<file path="src/rtl/cfg_loader_pkg.sv">
package cfg_loader_pkg;

    typedef enum logic [2:0] {
        ST_IDLE,
        ST_INIT,
        ST_WAIT_INIT,
        ST_READ_LEN,
        ST_STREAM,
        ST_CHECK_DONE,
        ST_OK,
        ST_FAIL
    } ld_state_e;

    // Sub-steps of one byte slot (also reused for header bytes)
    typedef enum logic [1:0] {
        PH_FETCH,
        PH_LATCH,
        PH_PULSE,
        PH_GAP
    } ld_phase_e;

    localparam logic [1:0] ERR_NONE = 2'd0;
    localparam logic [1:0] ERR_INIT = 2'd1;
    localparam logic [1:0] ERR_BUSY = 2'd2;
    localparam logic [1:0] ERR_DONE = 2'd3;

endpackage

</file>
<file path="src/rtl/cfg_wait_timer.sv">
module cfg_wait_timer #(
    parameter int CNT_W = 8
) (
    input  logic             clk,
    input  logic             rst_n,
    input  logic             load,
    input  logic [CNT_W-1:0] load_val,
    output logic             expired
);
    logic [CNT_W-1:0] cnt_q;

    always_ff @(posedge clk or negedge rst_n) begin
        if (!rst_n) begin
            cnt_q <= '0;
        end else if (load) begin
            cnt_q <= load_val;
        end else if (cnt_q != '0) begin
            cnt_q <= cnt_q - 1'b1;
        end
    end

    assign expired = (cnt_q == '0);
endmodule

</file>
<file path="src/rtl/cfg_len_assembler.sv">
module cfg_len_assembler #(
    parameter int LEN_W = 32
) (
    input  logic             clk,
    input  logic             rst_n,
    input  logic             clr,
    input  logic             shift,
    input  logic [7:0]       din,
    output logic [LEN_W-1:0] value,
    output logic [LEN_W-1:0] shifted
);
    // Most significant byte arrives first
    assign shifted = {value[LEN_W-9:0], din};

    always_ff @(posedge clk or negedge rst_n) begin
        if (!rst_n) begin
            value <= '0;
        end else if (clr) begin
            value <= '0;
        end else if (shift) begin
            value <= shifted;
        end
    end
endmodule

</file>
<file path="src/rtl/cfg_loader.sv">
module cfg_loader
    import cfg_loader_pkg::*;
#(
    parameter int CLK_HZ        = 50_000_000,
    parameter int INIT_WAIT_US  = 20,
    parameter int BYTE_GAP_US   = 10,
    parameter int ADDR_W        = 20,
    parameter int LEN_W         = 32,
    parameter int PAYLOAD_OFS   = 16
) (
    input  logic              clk,
    input  logic              rst_n,
    input  logic              start,
    output logic [ADDR_W-1:0] mem_addr,
    output logic              mem_rd,
    input  logic [7:0]        mem_data,
    output logic              cfg_cs_n,
    output logic              cfg_wr_n,
    output logic              cfg_init_req,
    input  logic              cfg_init_ok,
    input  logic              cfg_busy,
    input  logic              cfg_done,
    output logic [7:0]        cfg_data,
    output logic              cfg_strobe,
    output logic              load_ok,
    output logic              load_fail,
    output logic [1:0]        err_code,
    output logic [LEN_W-1:0]  err_index
);
    localparam int CYC_PER_US = CLK_HZ / 1_000_000;
    localparam int INIT_CYC   = INIT_WAIT_US * CYC_PER_US;
    localparam int GAP_CYC    = BYTE_GAP_US * CYC_PER_US;
    localparam int MAX_CYC    = (INIT_CYC > GAP_CYC) ? INIT_CYC : GAP_CYC;
    localparam int CNT_W      = $clog2(MAX_CYC + 1);
    localparam int HDR_BYTES  = 4;

    ld_state_e        state_q;
    ld_phase_e        phase_q;
    logic [LEN_W-1:0] idx_q;
    logic [7:0]       data_q;
    logic [1:0]       err_q;
    logic [LEN_W-1:0] err_idx_q;

    logic             tmr_load;
    logic [CNT_W-1:0] tmr_val;
    logic             tmr_expired;
    logic [LEN_W-1:0] len_q;
    logic [LEN_W-1:0] len_shifted;
    logic             hdr_clr;
    logic             hdr_shift;

    assign tmr_load  = (state_q == ST_INIT) ||
                       (state_q == ST_STREAM && phase_q == PH_PULSE);
    assign tmr_val   = (state_q == ST_INIT) ? CNT_W'(INIT_CYC - 1)
                                            : CNT_W'(GAP_CYC - 1);
    assign hdr_clr   = (state_q == ST_INIT);
    assign hdr_shift = (state_q == ST_READ_LEN && phase_q == PH_LATCH);

    cfg_wait_timer #(.CNT_W(CNT_W)) u_timer (
        .clk      (clk),
        .rst_n    (rst_n),
        .load     (tmr_load),
        .load_val (tmr_val),
        .expired  (tmr_expired)
    );

    cfg_len_assembler #(.LEN_W(LEN_W)) u_len (
        .clk     (clk),
        .rst_n   (rst_n),
        .clr     (hdr_clr),
        .shift   (hdr_shift),
        .din     (mem_data),
        .value   (len_q),
        .shifted (len_shifted)
    );

    // State register and datapath
    always_ff @(posedge clk or negedge rst_n) begin
        if (!rst_n) begin
            state_q   <= ST_IDLE;
            phase_q   <= PH_FETCH;
            idx_q     <= '0;
            data_q    <= '0;
            err_q     <= ERR_NONE;
            err_idx_q <= '0;
        end else begin
            unique case (state_q)
                ST_IDLE, ST_OK, ST_FAIL: begin
                    if (start) begin
                        state_q   <= ST_INIT;
                        err_q     <= ERR_NONE;
                        err_idx_q <= '0;
                    end
                end
                ST_INIT: state_q <= ST_WAIT_INIT;
                ST_WAIT_INIT: begin
                    if (tmr_expired) begin
                        if (cfg_init_ok) begin
                            state_q <= ST_READ_LEN;
                            phase_q <= PH_FETCH;
                            idx_q   <= '0;
                        end else begin
                            state_q <= ST_FAIL;
                            err_q   <= ERR_INIT;
                        end
                    end
                end
                ST_READ_LEN: begin
                    if (phase_q == PH_FETCH) begin
                        phase_q <= PH_LATCH;
                    end else begin
                        phase_q <= PH_FETCH;
                        if (idx_q == LEN_W'(HDR_BYTES - 1)) begin
                            idx_q   <= '0;
                            state_q <= (len_shifted == '0) ? ST_CHECK_DONE : ST_STREAM;
                        end else begin
                            idx_q <= idx_q + 1'b1;
                        end
                    end
                end
                ST_STREAM: begin
                    unique case (phase_q)
                        PH_FETCH: phase_q <= PH_LATCH;
                        PH_LATCH: begin
                            data_q  <= mem_data;
                            phase_q <= PH_PULSE;
                        end
                        PH_PULSE: phase_q <= PH_GAP;
                        PH_GAP: begin
                            if (tmr_expired) begin
                                if (cfg_busy) begin
                                    state_q   <= ST_FAIL;
                                    err_q     <= ERR_BUSY;
                                    err_idx_q <= idx_q;
                                end else if (idx_q + 1'b1 == len_q) begin
                                    state_q <= ST_CHECK_DONE;
                                end else begin
                                    idx_q   <= idx_q + 1'b1;
                                    phase_q <= PH_FETCH;
                                end
                            end
                        end
                    endcase
                end
                ST_CHECK_DONE: begin
                    if (cfg_done) begin
                        state_q <= ST_OK;
                    end else begin
                        state_q <= ST_FAIL;
                        err_q   <= ERR_DONE;
                    end
                end
            endcase
        end
    end

    // Outputs
    always_comb begin
        cfg_cs_n     = 1'b1;
        cfg_wr_n     = 1'b1;
        cfg_init_req = 1'b0;
        cfg_strobe   = 1'b0;
        mem_rd       = 1'b0;
        load_ok      = 1'b0;
        load_fail    = 1'b0;
        mem_addr     = ADDR_W'(idx_q);
        unique case (state_q)
            ST_IDLE, ST_WAIT_INIT, ST_CHECK_DONE: ;
            ST_INIT: cfg_init_req = 1'b1;
            ST_READ_LEN: begin
                cfg_cs_n = 1'b0;
                cfg_wr_n = 1'b0;
                mem_rd   = (phase_q == PH_FETCH);
            end
            ST_STREAM: begin
                cfg_cs_n   = 1'b0;
                cfg_wr_n   = 1'b0;
                mem_rd     = (phase_q == PH_FETCH);
                cfg_strobe = (phase_q == PH_PULSE);
                mem_addr   = ADDR_W'(PAYLOAD_OFS) + ADDR_W'(idx_q);
            end
            ST_OK:   load_ok   = 1'b1;
            ST_FAIL: load_fail = 1'b1;
        endcase
    end

    assign cfg_data  = data_q;
    assign err_code  = err_q;
    assign err_index = err_idx_q;
endmodule

</file>
<file path="config.mk">
export PLATFORM = sky130hd
export DESIGN_NAME = cfg_loader
export DESIGN_NICKNAME = d
export VERILOG_FILES = /design/src/rtl/cfg_loader_pkg.sv /design/src/rtl/cfg_wait_timer.sv /design/src/rtl/cfg_len_assembler.sv /design/src/rtl/cfg_loader.sv
export SDC_FILE = /design/constraint.sdc
export NUM_CORES = 1
export LEC_CHECK = 0
export BUFFER_PORTS_ARGS = -buffer_cell sky130_fd_sc_hd__buf_2
export CAP_MARGIN = 10
export CORE_AREA = 2 2 138 140
export DETAILED_ROUTE_END_ITERATION = 7
export DIE_AREA = 0 0 140 142
export RECOVER_POWER = 50
export SYNTH_ARGS = -nofsm -noshare
export SYNTH_HDL_FRONTEND = slang
export SYNTH_HIERARCHICAL = 1
export SYNTH_SLANG_ARGS = --single-unit
</file>
<file path="constraint.sdc">
create_clock -name clk -period 4.15 [get_ports clk]
set_clock_uncertainty 0.05 [all_clocks]
set_input_delay 0 -clock clk [delete_from_list [all_inputs] [get_ports clk]]
set_output_delay 0 -clock clk [all_outputs]
set_load 0.01 [all_outputs]
</file>
## After elaboration in Yosys (flattened, before gate mapping)

Cells that the tools add are included.

| cells by class | value |
|---|---|
| $add $sub $neg | 3 |
| equal/unequal tests | 28 |
| multiplexer cells | 54 |
| reduce and logical (&&, ||, !) cells | 21 |

Operators with widths:

| kind | count |
|---|---|
| $mux 32 | 14 |
| $pmux 32 s3 | 1 |
| $pmux 32 s2 | 1 |
| $add 32x1->32 const B | 1 |
| $eq 32x2->1 const B | 1 |
| $eq 32x32->1 | 1 |
| $logic_not 32->1 | 1 |
| $mux 10 | 3 |
| $mux 3 | 9 |
| $mux 2 | 12 |
| $add 5x20->20 const A | 1 |
| $mux 20 | 1 |
| $ne 2x2->1 const B | 10 |
| $pmux 3 s6 | 1 |
| $pmux 2 s4 | 2 |
| $reduce_and 8->1 | 2 |
| $eq 3x3->1 const B | 4 |
| $logic_not 10->1 | 1 |
| $reduce_bool 10->1 | 1 |
| $sub 10x1->10 const B | 1 |
| $mux 1 | 9 |
| $ne 3x3->1 const B | 3 |
| $reduce_and 7->1 | 1 |
| $eq 3x2->1 const B | 2 |
| 18 further kinds | 23 |

| storage, ports and cells | value |
|---|---|
| flip-flop bits (word level) | 121 |
| bits of input ports | 14 |
| output and inout bits | 69 |
| word-level logic and storage cells | 114 |

## Depth between registers and ports, before layout

| depth | value |
|---|---|
| depth after elaboration | 7 |
| gate-level depth with buffers | 15 |
| gate-level depth less buffers | 13 |

## Hierarchy

The synthesis kept the hierarchy.

By module, submodules not included:

| module | instances | cells an instance | area each (um^2) | sequential area each (um^2) |
|---|---|---|---|---|
| cfg_loader | 1 | 759 | 5993.2 | 1976.9 |
| cfg_len_assembler | 1 | 135 | 1564.0 | 800.8 |
| cfg_wait_timer | 1 | 68 | 620.6 | 250.2 |

## Worst setup path after synthesis

Ideal clock, no wire load.

| timing | value |
|---|---|
| path kind | register to register |
| from | reg idx_q[0] |
| to | reg idx_q[13] |
| setup time | 0.133 ns |
| arrival time | 3.254 ns |
| required time | 3.967 ns |
| setup slack | 0.713 ns |
| stages on the path, launching flop included | 14 |
| path buffers | 3 |
| period minus slack after synthesis | 3.437 ns |
| path through | dfrtp_1 > ha_1 > and4_1 > nand3_2 > nor4_4 > mux2i_1 > or4_4 > nor4_4 > and4_1 > buf_4 > buf_6 > buf_4 > a2bb2oi_1 > nand2_1 |

| on the way | value |
|---|---|
| cells in the longest elaborated chain, start to end | 6 |
| elaborated cells between the ends (all ways) | 12 |
| those cells by class | 1 x add/sub; 3 x eq/ne; 7 x mux; 1 x reduce/logical |

RTL lines:

| element | RTL line | source |
|---|---|---|
| start: declaration | cfg_loader.sv:39 | `logic [LEN_W-1:0] idx_q;` |
| start signal: assignment | cfg_loader.sv:117 | `idx_q <= idx_q + 1'b1;` |
| start signal: assignment | cfg_loader.sv:138 | `idx_q <= idx_q + 1'b1;` |
| branches (longest 6 deep; another with $add 32x1->32) | n/a |  |

Parallel ways; which one is timed is not known. The select of a mux whose other input is x is not followed.
A chain may end at the register's enable or synchronous reset.

## Worst setup path after layout

| timing | value |
|---|---|
| from | reg idx_q[1] |
| to | reg idx_q[29] |

Same word-level chain as after synthesis.

==> metrics.md <==
| Metric | Value |
|---|---|
| Status | complete, but fails checks |
| Violated checks | design-rule violations, max-capacitance violations, max-slew violations |
| Leakage power total | approximately 3.7 nW |
| Adder-cell share of the synthesized area | 0.01530 |
| DRT iter0 DRCs | between 700 and 800 |
| Power per cell area | between 600 and 700 nW/um2 |
| CP max stage cell | or4_4 |
| Via density | 5.885 |
| Total global routing overflow | 0 |
| Cells after DPL | ~1,200 |
| Die Wd | 140 um |
| Crit start category | flop |
| Synth Area in Compound Gates | 0.1403 |
| Post-synthesis simple-gate area fraction | 0.2684 |
| Synth unique cells | 74 |
| Mapped Area | 8178 um2 |
| Flops & latches, synth | between 100 and 150 |
| Num CTS Buffers | 17 |
| Htree depth | 4 |
| Critical Path End | idx_q[29]$_DFFE_PN0P_ |
| RSZ-0062 raised after global routing | false |
| Post-synthesis sequential area ratio | 0.3703 |
| Synth area leaders | dfrtp_1, nand2_1, mux2i_1 |
| Number of antenna repair diodes | 0 |
| Ys flop type | dfrtp_1 |
| Crit path from | idx_q[1]$_DFFE_PN0P_ |
| Reg2reg start | idx_q[1]$_DFFE_PN0P_ |
| FILL cells | 1,805 |
| Detailed Route WL | around 24 mm |
| Initial Util | 0.4431 |
| Worst min path class | input pin to flop |
| Critical path arrival | around 4.1 ns |
| Share of post-route cells with drive strength above 1 | 0.1394 |
| Worst-Skew Late Latency | between 0.4 and 0.5 ns |
| CP cell instances | ha_1 > and4_1 > nand3_2 > nor4_4 > mux2i_1 > or4_4 > nor4_4 > and4_1 > buf_4 > nor2b_1 > a2111oi_0 |
| Layout area overhead | 13.00% |
| Via count | 7,415 |
| Clock Tree Buf Depth | 2 |
| Min Tclk post-route | 3.840 ns |
| Setup total negative slack | 0 ns |
| Max-slew violations | 29 |
| Die ar. | approximately 20,000 um2 |
| Reg-to-Reg End | idx_q[29]$_DFFE_PN0P_ |
| CP max FO | 21 |
| Nets | between 1,000 and 1,500 |
| Rel. slew slack | -0.07120 |
| Clk slew on worst S/H paths | roughly 0.060 ns |
| Worst Reg-to-Reg Cells | 11 |
| Initial antenna violation count | 1 |
| Wire length per cell | between 15 and 20 um |
| RePlAce Congestion | 0.9948 |
| Worst Max-Slew Pin Slew | 1.607 ns |
| Share of synthesized registers carrying an async set or reset | 1.000 |
| Hold Vio Cnt, Final | 0 |
| Synth Area in XOR/XNOR | 0.05676 |
| Dpl hpwl | 17.22 mm |
| Max incr delay on CP | 0.55 ns |
| Fmax | approximately 260 MHz |
| Post-synth EDFFs | 0 |
| Reg area | a little over 3000 um2 |
| Synth top area share | 0.3703 |
| Reg2Reg Setup Slack | ~0.31 ns |
| Maximum vdd drop | around 0.33 mV |
| Mux share of post-synthesis cell area | 0.06059 |
| Number of gates resized after CTS | 0 |
| All-Layer GR Usage | 0.2426 |
| Ports | 83 |
| Leading area contributor after synthesis | dfrtp_1 |
| Routed Antenna Nets | 0 |
| Synth warn | 6 |
| Crit path required time | 4.40 ns |
| Rows | 50 |
| Die Y | 142 um |
| Core box area | around 18,000 um2 |
| Synth Instances | around 960 |
| First-pass GRT wire length | between 30 and 40 mm |
| Root cell of the clock tree | clkbuf_16 |
| Fin cells | between 1,000 and 1,500 |
| TritonCTS clock tree | yes |
| Multi-input combinational cell area | around 4500 um2 |
| Drt pass-1 iters | 8 |
| CTS Sinks | ~120 |
| Vias in the first global route | roughly 6,600 |
| Residual DRC | 8 |
| Port Buf Inserts | between 80 and 90 |
| Max Cap Viol | 1 |
| Setup violators final | 0 |
| Pin count of the biggest net entering global routing | between 60 and 70 |
| CP endpoint kind | flop |
| Largest family of logic cells by synthesized area | simple AND/OR/NAND/NOR gates |
| Critical path class | flop to flop |
| Fin crit share | 0.9253 |
| Avg Cell Area, Syn | 8.501 um2 |
final cells by class:
cell class,instances,area share
clock inverters,10,0.01300
clock buffers,22,0.05023
repair buffers,136,0.08543
multi-input cells,716,0.4835
well taps,234,0.03168
inverters,21,0.008530
flip-flops and latches,121,0.3276
kinds of logic (layout without fill, tap and decap cells):
group           count (synthesis)  in the layout
buf+inv                       130            189
xor+xnor                       53             53
fa+ha+maj                      10             10
mux                            48             48
simple gates                  429            429
compound gates                169            169
flops                         121            121
other cells                     2              7
state kept, by name, indices dropped and copies added (netlist names):
register and flops:
cfg_data 8, err_code 2, err_index 32, idx_q 32
phase_q 2, state_q 3, u_len/value 32, u_timer/cnt_q 10
synthesized netlist by cell type, drive strengths merged (5+ instances only):
cell	instances
o211ai	21
ha	10
dfrtp	121
nor4	39
o21ai	49
o41ai	5
mux2i	36
mux2	12
a31oi	11
a2bb2oi	10
or4	15
xor2	26
nor2b	10
nand2	133
a21oi	18
nor3	27
nor3b	5
o31ai	14
xnor2	27
nand4	22
nand3	39
and4	6
inv	20
clkbuf	54
o22ai	5
o311ai	6
nor2	89
buf	55
or3	10
and3	7
worst min-delay path by stage:
stage                     startpoint                   endpoint  slack (ns)  depth (start not counted)
after global routing        cfg_done    err_code[0]$_DFFE_PN0P_        0.08                          5
final                       cfg_done    err_code[0]$_DFFE_PN0P_        0.07                          5
after floorplan                rst_n    cfg_data[0]$_DFFE_PN0P_       -0.35                          0
after global placement         rst_n  err_index[25]$_DFFE_PN0P_       -0.09                          1
after CTS                      rst_n     state_q[1]$_DFFE_PN0P_       0.007                          2
after detailed placement       rst_n  err_index[25]$_DFFE_PN0P_        -0.1                          1
placed cells by master (no fill, tap or decap), types with 9 or more instances in the layout:
cell type	count
nand3_1	38
dfrtp_1	121
o21ai_0	45
nand4_1	21
xor2_1	26
nor3_1	26
buf_4	39
nor4_1	35
mux2_2	12
nand2_1	132
nor2b_1	10
o31ai_1	14
or4_1	13
nor2_1	89
xnor2_1	27
a21oi_1	18
inv_1	19
dlygate4sd3_1	11
a31oi_1	11
or3_1	9
clkbuf_1	50
a2bb2oi_1	10
clkbuf_16	17
o211ai_1	21
ha_1	10
mux2i_1	36
buf_2	36
metrics by stage:
stage | util | area [um2] | power, mW | hold WS [ns] | setup WS (ns)
floorplan | - | 8197 | 3.923 | -0.3456 | 0.7128
global placement | 0.4668 | 8616 | 4.789 | -0.09421 | 0.3997
detailed placement | 0.4668 | 8616 | 4.812 | -0.09808 | 0.3574
CTS | 0.5045 | 9310 | 6.317 | 0.006684 | 0.2987
global route | 0.5007 | 9241 | 6.706 | 0.07518 | 0.04012
finish | 0.5007 | 9241 | 6.265 | 0.06772 | 0.3102
worst max-delay path, delay by kind of cell (launching register included):
family	cells	cell delay, ns
AND/OR/NAND/NOR	7	2.20
flip-flops	1	0.42
adder cells (fa/ha/maj)	1	0.34
buffers and inverters	1	0.26
AO/OA/AOI/OAI	1	0.26
multiplexers	1	0.18
report_power, final:
part	internal, mW	switching, mW
logic	1.05	1.74
registers	1.53	0.477
clock network	0.915	0.556
timing repair:
action	4_1_cts	5_1_grt
hold buffers	11	0
buffers inserted	0	0
endpoints found under the hold margin	45	0
layer usage:
metal / share of wire / vias up / GRT usage
met5: 0.00046 / - / 0
met4: 0.025 / 2 / 0.08559
met3: 0.058 / 47 / 0.04711
met2: 0.45 / 251 / 0.3692
met1: 0.47 / 3574 / 0.3468
li1: - / 3541 / -
(Power assumes the default switching activity.)
